File: config.mk
export PLATFORM = sky130hd
export DESIGN_NAME = jmp_unit
export DESIGN_NICKNAME = d
export VERILOG_FILES = /design/src/rtl/jmp_pkg.sv /design/src/rtl/jmp_decode.sv /design/src/rtl/jmp_cond_eval.sv /design/src/rtl/jmp_target_calc.sv /design/src/rtl/jmp_unit.sv
export SDC_FILE = /design/constraint.sdc
export NUM_CORES = 1
export LEC_CHECK = 0
export ABC_CLOCK_PERIOD_IN_PS = 800
export BUFFER_PORTS_ARGS = -buffer_cell sky130_fd_sc_hd__buf_2
export CELL_PAD_IN_SITES_DETAIL_PLACEMENT = 0
export CELL_PAD_IN_SITES_GLOBAL_PLACEMENT = 1
export CORE_ASPECT_RATIO = 0.9
export CORE_MARGIN = 2
export CORE_UTILIZATION = 35
export DETAILED_ROUTE_END_ITERATION = 10
export GPL_ROUTABILITY_DRIVEN = 0
export PLACE_DENSITY_LB_ADDON = 0.1
export SYNTH_ARGS = -nofsm -noshare
export SYNTH_HDL_FRONTEND = slang
export SYNTH_HIERARCHICAL = 1
export SYNTH_SLANG_ARGS = --single-unit
export TNS_END_PERCENT = 30
File: constraint.sdc
create_clock -name clk_i -period 0.8 [get_ports clk_i]
set_clock_uncertainty 0.15 [all_clocks]
set_input_delay 0.04 -clock clk_i [delete_from_list [all_inputs] [get_ports clk_i]]
set_output_delay 0.04 -clock clk_i [all_outputs]
set_load 0.02 [all_outputs]
File: src/rtl/jmp_pkg.sv
package jmp_pkg;
  localparam int INSTR_W = 16;
  localparam int COND_W  = 3;

  typedef struct packed {
    logic v;
    logic n;
    logic z;
    logic c;
  } flags_t;

  typedef enum logic [COND_W-1:0] {
    CC_NZ  = 3'b000,
    CC_Z   = 3'b001,
    CC_NC  = 3'b010,
    CC_C   = 3'b011,
    CC_N   = 3'b100,
    CC_GE  = 3'b101,
    CC_LT  = 3'b110,
    CC_ALW = 3'b111
  } cond_e;
endpackage

File: src/rtl/jmp_decode.sv
module jmp_decode
  import jmp_pkg::*;
#(
  parameter int OFFS_W = 10
) (
  input  logic [INSTR_W-1:0] instr_i,
  output logic               is_jmp_o,
  output cond_e              cond_o,
  output logic [OFFS_W-1:0]  offs_o
);
  localparam logic [2:0] JMP_TAG = 3'b001;

  assign is_jmp_o = (instr_i[INSTR_W-1 -: 3] == JMP_TAG);
  assign cond_o   = cond_e'(instr_i[OFFS_W +: COND_W]);
  assign offs_o   = instr_i[OFFS_W-1:0];
endmodule

File: src/rtl/jmp_cond_eval.sv
module jmp_cond_eval
  import jmp_pkg::*;
(
  input  cond_e  cond_i,
  input  flags_t flags_i,
  output logic   pass_o
);
  always_comb begin
    unique case (cond_i)
      CC_NZ:   pass_o = ~flags_i.z;
      CC_Z:    pass_o =  flags_i.z;
      CC_NC:   pass_o = ~flags_i.c;
      CC_C:    pass_o =  flags_i.c;
      CC_N:    pass_o =  flags_i.n;
      CC_GE:   pass_o = ~(flags_i.n ^ flags_i.v);
      CC_LT:   pass_o =  (flags_i.n ^ flags_i.v);
      default: pass_o = 1'b1;
    endcase
  end
endmodule

File: src/rtl/jmp_target_calc.sv
module jmp_target_calc #(
  parameter int ADDR_W = 16,
  parameter int OFFS_W = 10
) (
  input  logic [ADDR_W-1:0] pc_i,
  input  logic [OFFS_W-1:0] offs_i,
  output logic [ADDR_W-1:0] seq_pc_o,
  output logic [ADDR_W-1:0] tgt_pc_o
);
  localparam int EXT_W = ADDR_W - OFFS_W;
  localparam logic [ADDR_W-1:0] STEP = ADDR_W'(2);

  logic [ADDR_W-1:0] offs_ext;
  logic [ADDR_W-1:0] seq_raw;
  logic [ADDR_W-1:0] tgt_raw;

  assign offs_ext = {{EXT_W{offs_i[OFFS_W-1]}}, offs_i};
  assign seq_raw  = pc_i + STEP;
  assign tgt_raw  = seq_raw + (offs_ext << 1);

  // word alignment: bit 0 forced low
  assign seq_pc_o = {seq_raw[ADDR_W-1:1], 1'b0};
  assign tgt_pc_o = {tgt_raw[ADDR_W-1:1], 1'b0};
endmodule

File: src/rtl/jmp_unit.sv
module jmp_unit
  import jmp_pkg::*;
#(
  parameter int ADDR_W = 16,
  parameter int OFFS_W = 10
) (
  input  logic               clk_i,
  input  logic               rst_ni,
  input  logic [INSTR_W-1:0] instr_i,
  input  logic [ADDR_W-1:0]  pc_i,
  input  logic [3:0]         flags_i,
  output logic               taken_o,
  output logic [ADDR_W-1:0]  next_pc_o
);
  logic              is_jmp;
  cond_e             cond;
  logic [OFFS_W-1:0] offs;
  logic              pass;
  logic [ADDR_W-1:0] seq_pc;
  logic [ADDR_W-1:0] tgt_pc;
  logic              take_d;
  logic [ADDR_W-1:0] npc_d;

  jmp_decode #(.OFFS_W(OFFS_W)) u_dec (
    .instr_i (instr_i),
    .is_jmp_o(is_jmp),
    .cond_o  (cond),
    .offs_o  (offs)
  );

  jmp_cond_eval u_cond (
    .cond_i (cond),
    .flags_i(flags_t'(flags_i)),
    .pass_o (pass)
  );

  jmp_target_calc #(.ADDR_W(ADDR_W), .OFFS_W(OFFS_W)) u_tgt (
    .pc_i    (pc_i),
    .offs_i  (offs),
    .seq_pc_o(seq_pc),
    .tgt_pc_o(tgt_pc)
  );

  assign take_d = is_jmp & pass;
  assign npc_d  = take_d ? tgt_pc : seq_pc;

  always_ff @(posedge clk_i or negedge rst_ni) begin
    if (!rst_ni) begin
      taken_o   <= 1'b0;
      next_pc_o <= '0;
    end else begin
      taken_o   <= take_d;
      next_pc_o <= npc_d;
    end
  end


  even_pc_chk: assert property (@(posedge clk_i) disable iff (!rst_ni)
    next_pc_o[0] == 1'b0);


  non_jmp_chk: assert property (@(posedge clk_i) disable iff (!rst_ni)
    (instr_i[15:13] != 3'b001) |=> !taken_o);


  always_jmp_chk: assert property (@(posedge clk_i) disable iff (!rst_ni)
    (instr_i[15:10] == 6'b001111) |=> taken_o);


  seq_pc_chk: assert property (@(posedge clk_i) disable iff (!rst_ni)
    (instr_i[15:13] != 3'b001) |=>
      next_pc_o == (($past(pc_i) + ADDR_W'(2)) & ~ADDR_W'(1)));


  z_cond_chk: assert property (@(posedge clk_i) disable iff (!rst_ni)
    (instr_i[15:10] == 6'b001001 && !flags_i[1]) |=> !taken_o);
endmodule

=== After elaboration in Yosys (flattened, before gate mapping) ===
Index checks and enable logic that the tools add are counted.

* Register bits: 17
* Output and inout port bits: 17
* Logic and storage cells: 19

* $add $sub $neg: 2
* Eq/ne operators: 7
* Mux-type cells: 2
* Bitwise logic cells: 5
* Reduce and logical (&&, ||, !) cells: 1

{| class="wikitable"
|+ Operators with widths
! kind !! number
|-
| $add A16 B16 Y16 || 1
|-
| $add A16 B2 Y16 const B || 1
|-
| $mux W16 || 1
|-
| $eq A3 B3 Y1 const B || 3
|-
| $pmux W1 S7 || 1
|-
| $eq A3 B1 Y1 const B || 2
|-
| $eq A3 B2 Y1 const B || 2
|-
| $logic_not A3 Y1 || 1
|-
| $not A1 Y1 || 3
|-
| $and A1 B1 Y1 || 1
|-
| $xor A1 B1 Y1 || 1
|}

=== Longest topological paths before layout ===
Gate-level depths: netlist of the first run.

* Word-level depth: 5
* Mapped depth: 12
* Gate-level depth less buffers: 12

=== By module ===
The synthesis of the first run kept the hierarchy.

{| class="wikitable"
|+ By module, submodules not included
! module !! times used !! cells each !! area an instance (um^2)
|-
| jmp_target_calc || 1 || 124 || 962.2
|-
| jmp_unit || 1 || 36 || 674.4
|-
| jmp_decode || 1 || 14 || 110.1
|-
| jmp_cond_eval || 1 || 9 || 77.6
|}

=== Worst setup path after synthesis of the first run ===
OpenSTA, ideal clock, no wires.

* Path kind: input -> register
* Start point: input port pc_i[4]
* End point: register next_pc_o[15]
* Setup time: 0.125 ns
* Data arrival time: 2.118 ns
* Data required time: 0.525 ns
* Slack: -1.593 ns
* Stages on the path: 12
* Cell sequence: and4_1 and4_1 and3_1 nand3_1 xnor2_1 ha_1 a21oi_1 a21boi_0 o21ai_0 a32oi_1 xor2_1 mux2_2

* Word-level cells in the longest chain between the ends: 3

{| class="wikitable"
|+ RTL lines
! element !! line !! RTL
|-
| from (decl) || jmp_unit.sv:10 || <nowiki>input logic [ADDR_W-1:0] pc_i,</nowiki>
|-
| $add A16 B2 Y16 || jmp_target_calc.sv:18 || <nowiki>assign seq_raw = pc_i + STEP;</nowiki>
|-
| net seq_pc[12] || jmp_unit.sv:19 || <nowiki>logic [ADDR_W-1:0] seq_pc;</nowiki>
|-
| $add A16 B16 Y16 || jmp_target_calc.sv:19 || <nowiki>assign tgt_raw = seq_raw + (offs_ext << 1);</nowiki>
|-
| net tgt_pc[15] || jmp_unit.sv:20 || <nowiki>logic [ADDR_W-1:0] tgt_pc;</nowiki>
|-
| $mux W16 || jmp_unit.sv:45 || <nowiki>assign npc_d = take_d ? tgt_pc : seq_pc;</nowiki>
|-
| net npc_d[15] || jmp_unit.sv:22 || <nowiki>logic [ADDR_W-1:0] npc_d;</nowiki>
|-
| to (signal assigned) || jmp_unit.sv:53 || <nowiki>next_pc_o <= npc_d;</nowiki>
|-
| to (decl) || jmp_unit.sv:13 || <nowiki>output logic [ADDR_W-1:0] next_pc_o</nowiki>
|}

The timed path passes the listed nets, and every way through them passes these cells.

=== Final worst setup path of the first run ===
* Start point: input port pc_i[4]
* End point: register next_pc_o[12]

Same word-level chain as after synthesis.

==> results.yml, run 1 <==
critical_path:
  path_max_fanout: 4
  critPathSlowestCell: "mux2_4"
  crit_required_ns: 0.79
  crit_chain: "buf_6 > and4_4 > and4_4 > and3_4 > nand3_4 > xnor2_4 > ha_4 > inv_4 > nor4_2 > a21oi_1 > o311a_1 > o311ai_2 > mux2_4"
  crit_arrival_ns: 2.28
  max_stage_delay_ns: 0.28
  crit_type: "input port to register"
  crit_path_start_kind: "input port"
  crit_path_frequent_cell: "and4_4"
  end_kind: "register"
final_layout:
  layout.cells.most_common_list: "buf_4 (63), buf_2 (44), buf_6 (17), dfrtp_1 (17), ha_4 (11)"
  antenna_cells: 0
  nNetsFinal: 358
  layout_commonest_cell: "buf_4"
  finalInstanceArea_um2: 3230
  area_growth_pct: 76.9
  fin_cells: 364
  drive_above_1_share: 0.692
place:
  place_area_um2: 2510
  placed_cells: 342
  hpwl_um: 3850
  place.port_buffers: 53
grt:
  antenna_found_initial: 0
  grt-ovfl-total: 0
  grt_pass1_wl_um: 8980
  grt_use_total: 0.198
  grt_max_degree: 18
  grt_pass1_vias: 1920
timing:
  hold_viol: 1
  rsz0062_at_grt: "yes"
  worst_slack_ns: -1.49
  fmax_mhz: 437
  setup_viol: 33
  drv_slew: 0
  fin_hold_ws_ns: -0.0240
  period_share: 2.86
  period_needed_ns: 2.29
route:
  via_per_inst: 4.93
  drt_iter0_drc: 51
  drc: 0
  wl_per_cell_um: 15.1
  detail_route.first_pass.iterations: 4
  wirelength_um: 5500
  ant_nets: 0
  vias: 1793
yosys:
  synth-async-reset-ratio: 1.00
  synth-seq-cells: 17
  yosysTopAreaCellShare: 0.233
  synth-edff-count: 0
  synthAdderAreaFrac: 0.141
  ys_types: 47
  synth-main-ff-cell: "dfrtp_1"
  syn-cell-area_um2: 1820
  synth-compound-area-share: 0.149
  yosys.area_share.simple: 0.132
  synthTopCellsByArea: "dfrtp_1 (23%), ha_1 (13%), xnor2_1 (7.7%)"
  synth_xor_xnor_area_share: 0.132
  seq_area_frac_synth: 0.233
  yosys.area.top_type: "dfrtp_1"
  synth_area_per_cell_um2: 9.97
  syn_inst: 183
  yosysWarnings: 6
  synth_top_family_by_area: "compound AO/OA/AOI/OAI gates"
  synth_mux_area_frac: 0.123
run_status:
  violations: "hold timing, setup timing"
  status: "complete, but fails checks"
clocking:
  cts.sink_count: 17
  cts_tree: "yes"
  numCtsBuffers: 3
  h-tree-depth: 1
  clock_path_buffers: 2
  clk_pin_slew_ns: 0.06
  cts_root_buf: "clkbuf_8"
  hold_buffers: 1
worst_hold_path:
  hold_depth: 3
  hp-start: "pc_i[1]"
  hp-class: "input port to register"
  min_to: "next_pc_o[1]"
floorplanning:
  start_util: 0.370
  rows: 24
  chipHeight_um: 72.5
  pin_count: 55
  design.die.area_um2: 5810
  core_um2: 4920
  die_w_um: 80.1
pwr:
  power.density_nw_per_um2: 1150
  leakagePower_nw: 1.53
  vdd_drop_max_v: 0.000658
job:
  drv_cap: 0
cells by family (layout without fill, tap and decap cells):
kind of cell,Yosys count,in the layout
adder cells (fa/ha/maj),20,20
buffers and inverters,23,138
XOR/XNOR,26,26
flip-flops,17,17
multiplexers,17,17
other,1,2
AO/OA/AOI/OAI,38,38
AND/OR/NAND/NOR,41,41
where the power goes:
part           switching (mW)  total [mW]  internal, mW
clock network           0.317       0.671         0.354
logic                   0.956        2.09          1.14
registers              0.0233       0.961         0.937
cell usage after synthesis, types with 2 or more instances:
master,number
mux2_4,9
o21ai_0,5
nor2_1,5
nand3_1,8
buf_4,15
a21o_1,5
nand4_1,2
dfrtp_1,17
xor2_1,9
a21oi_1,11
o21a_1,2
nand2_1,10
inv_1,6
and3_1,4
and4_1,2
xnor2_1,16
o311ai_1,2
o21ai_1,2
ha_1,19
mux2_2,7
worst max-delay path by stage:
stage	from	endpoint	slack, ns	cells past startpoint
floorplan	pc_i[5]	next_pc_o[15]	-1.48	12
global placement	pc_i[5]	next_pc_o[15]	-1.76	13
detailed placement	pc_i[5]	next_pc_o[12]	-1.88	13
CTS	pc_i[4]	next_pc_o[12]	-1.44	12
global route	pc_i[4]	next_pc_o[14]	-1.53	13
finish	pc_i[4]	next_pc_o[12]	-1.49	13
per-layer routing:
metal  track usage  share of wire  routed length, um  vias up
met3        0.0174          0.037                206        5
met1         0.252           0.43               2390      865
met5             0              0                  0        -
met2         0.364           0.52               2850       40
li1              -              -                  -      883
met4        0.0414         0.0089                 49        0
state kept, by name, indices dropped and copies added (netlist names):
name and cells:
next_pc_o 16, taken_o 1
timing repair:
action,CTS,global route
pin swaps,41,23
hold endpoints to repair,18,1
setup endpoints to repair,33,33
buffers inserted,12,5
gates resized for setup,70,20
critical path, delay by kind of cell:
kind	cells	cell delay, ns
buffers and inverters	2	0.14
and+or+nand+nor	5	0.82
muxes	1	0.28
adders and majority gates	1	0.26
AOI/OAI and AO/OA	3	0.47
xor gates and xnor gates	1	0.25
metrics by stage:
step                      power [mW]  utilization  hold WS (ns)  TNS, ns  worst slack [ns]
after floorplan                 1.90            -        -0.406   -17.66             -1.48
after global placement          2.46        0.509        -0.138   -22.02             -1.76
after detailed placement        2.48        0.509        -0.139   -22.57             -1.88
after CTS                       3.57        0.620       -0.0257   -19.41             -1.44
after global routing            3.95        0.655       -0.0149   -21.72             -1.53
final                           3.72        0.655       -0.0240   -20.22             -1.49
final cells by class:
| class | count | area, um2 |
|---|---|---|
| Inverter | 6 | 25.0 |
| Sequential cell | 17 | 425 |
| Timing Repair Buffer | 128 | 945 |
| Tap cell | 65 | 81.3 |
| Fill cell | 394 | 1700 |
| Multi-Input combinational cell | 144 | 1710 |
| Clock buffer | 4 | 45.0 |
No activity file was read; power rests on OpenSTA's default activity.
==> run 2, diff against run 1 <==
--- a/config.mk
+++ b/config.mk
@@ -14,7 +14,7 @@
 export CORE_UTILIZATION = 35
 export DETAILED_ROUTE_END_ITERATION = 10
 export GPL_ROUTABILITY_DRIVEN = 0
-export PLACE_DENSITY_LB_ADDON = 0.1
+export PLACE_DENSITY = 0.83
 export SYNTH_ARGS = -nofsm -noshare
 export SYNTH_HDL_FRONTEND = slang
 export SYNTH_HIERARCHICAL = 1
==> run 2 against run 1 <==
The run still ends with hold timing, setup timing left. Clock-buffer cell count decreased by 1. Cell count decreased by 4.7%. Largest cell class unchanged. Sequential cell count unchanged. Worst hold slack improved by 0.019 ns.
==> results.yml, run 2 (synthesized netlist as in run 1, its figures left out) <==
route:
  highest_layer: "met4"
  wl_per_cell_um: 15.0
  dr_wl_met2_um: 2670
  detail_route.first_pass.iterations: 4
  vias: 1735
  m1WireLength_um: 2320
  ant_nets: 0
  drc: 0
  wl_met3_um: 157
  wirelength_um: 5210
  drt_iter0_drc: 48
  via_per_inst: 5.00
pwr:
  vdd_drop_max_v: 0.000600
  p_sw_frac: 0.353
  clkPwrFrac: 0.190
  power.internal_mw: 2.29
  p_comb_frac: 0.540
  seqPwrFrac: 0.270
  leakagePower_nw: 1.43
  power.density_nw_per_um2: 1180
  power_mw: 3.55
  p_switching_mw: 1.25
clocking:
  clk_pin_slew_ns: 0.08
  clock_path_buffers: 2
  h-tree-depth: 1
  numCtsBuffers: 3
  cts_root_buf: "clkbuf_8"
  cts_tree: "yes"
  cts.sink_count: 17
timing:
  setup_viol: 33
  fmax_mhz: 442
  drv_slew: 0
  worst_slack_ns: -1.46
  fin_hold_ws_ns: -0.00528
  tns_ns: -19.56
  hold_viol: 1
  period_needed_ns: 2.26
  period_share: 2.83
  rsz0062_at_grt: "yes"
final_layout:
  fin_cells: 347
  regMostFlops: "next_pc_o"
  layout_commonest_cell: "buf_4"
  nNetsFinal: 341
  largest_reg_flops: 16
  reg.largest.list: "next_pc_o (16), taken_o (1)"
  layout.cells.most_common_list: "buf_4 (52), buf_2 (44), dfrtp_1 (17)"
  antenna_cells: 0
  drive_above_1_share: 0.649
  area_growth_pct: 64.7
worst_hold_path:
  hp-class: "input port to register"
  hold_depth: 3
grt:
  grt_max_degree: 18
  grt-ovfl-total: 0
  antenna_found_initial: 0
  grt_use_total: 0.173
  grt_pass1_wl_um: 7890
  grt_pass1_vias: 1756
job:
  drv_cap: 0
floorplanning:
  pin_count: 55
  rows: 24
  design.die.area_um2: 5810
  die_w_um: 80.1
  core_um2: 4920
  chipHeight_um: 72.5
  start_util: 0.370
run_status:
  status: "complete, but fails checks"
  violations: "hold timing, setup timing"
place:
  hpwl_um: 3530
  place.port_buffers: 53
  placed_cells: 335
  place_ws_ns: -1.78
critical_path:
  path_max_fanout: 3
  crit_required_ns: 0.80
  crit_arrival_ns: 2.26
  end_kind: "register"
  crit_path_start_kind: "input port"
  crit_type: "input port to register"
==> run 2: worst max-delay path: stages <==
cell     delay [ns]
buf_6          0.07
and4_1         0.23
and4_4         0.25
and3_4         0.23
nand3_4        0.10
xnor2_4        0.18
ha_4           0.30
nand2_1        0.08
o21a_1         0.20
a32oi_2        0.22
xor2_1         0.09
mux2_2         0.26
==> run 2: cell type report <==
| cell class | instances | area [um2] |
|---|---|---|
| fillers | 389 | 1920 |
| multi-input cells | 144 | 1630 |
| repair buffers | 111 | 798 |
| flip-flops and latches | 17 | 425 |
| well taps | 65 | 81.3 |
| clock buffers | 3 | 41.3 |
| inverters | 6 | 25.0 |
| clock inverters | 1 | 5.00 |
==> run 2: per-stage QoR <==
step	util	hold WS [ns]	instance area [um2]
final	0.610	-0.00528	3010
after CTS	0.564	-0.00865	2780
after global routing	0.610	-0.000726	3010
after global placement	0.498	-0.153	2450
after detailed placement	0.498	-0.150	2450
after floorplan	-	-0.406	1870
==> run 2: routing by layer <==
metal,track usage,vias up
li1,-,845
met3,0.0124,4
met1,0.224,854
met4,0.0584,0
met2,0.306,32
met5,0,-
==> run 2: power groups by stage <==
| stage | Sequential [mW] | Clock, mW | Combinational, mW |
|---|---|---|---|
| 2_1_floorplan | 1.08 | 0 | 0.819 |
| 3_3_place_gp | 0.972 | 0 | 1.45 |
| 3_5_place_dp | 0.972 | 0 | 1.47 |
| 4_1_cts | 0.955 | 0.687 | 1.68 |
| 5_1_grt | 0.966 | 0.732 | 2.04 |
| 6_report | 0.958 | 0.674 | 1.92 |
==> run 2: worst paths after layout <==
path | from | end | slack [ns]
worst max-delay path | pc_i[3] | next_pc_o[15] | -1.46
worst min-delay path | pc_i[1] | next_pc_o[1] | -0.005
max in group asynchronous | rst_ni | next_pc_o[8] | 0.10
min in group asynchronous | rst_ni | next_pc_o[0] | 0.10
==> run 2: timing repair <==
item | in CTS | in global routing
buffers inserted | 6 | 2
gates resized for setup | 41 | 33
setup endpoints to repair | 33 | 33
hold endpoints to repair | 18 | 0
pin swaps | 15 | 15
hold buffers | 1 | 0
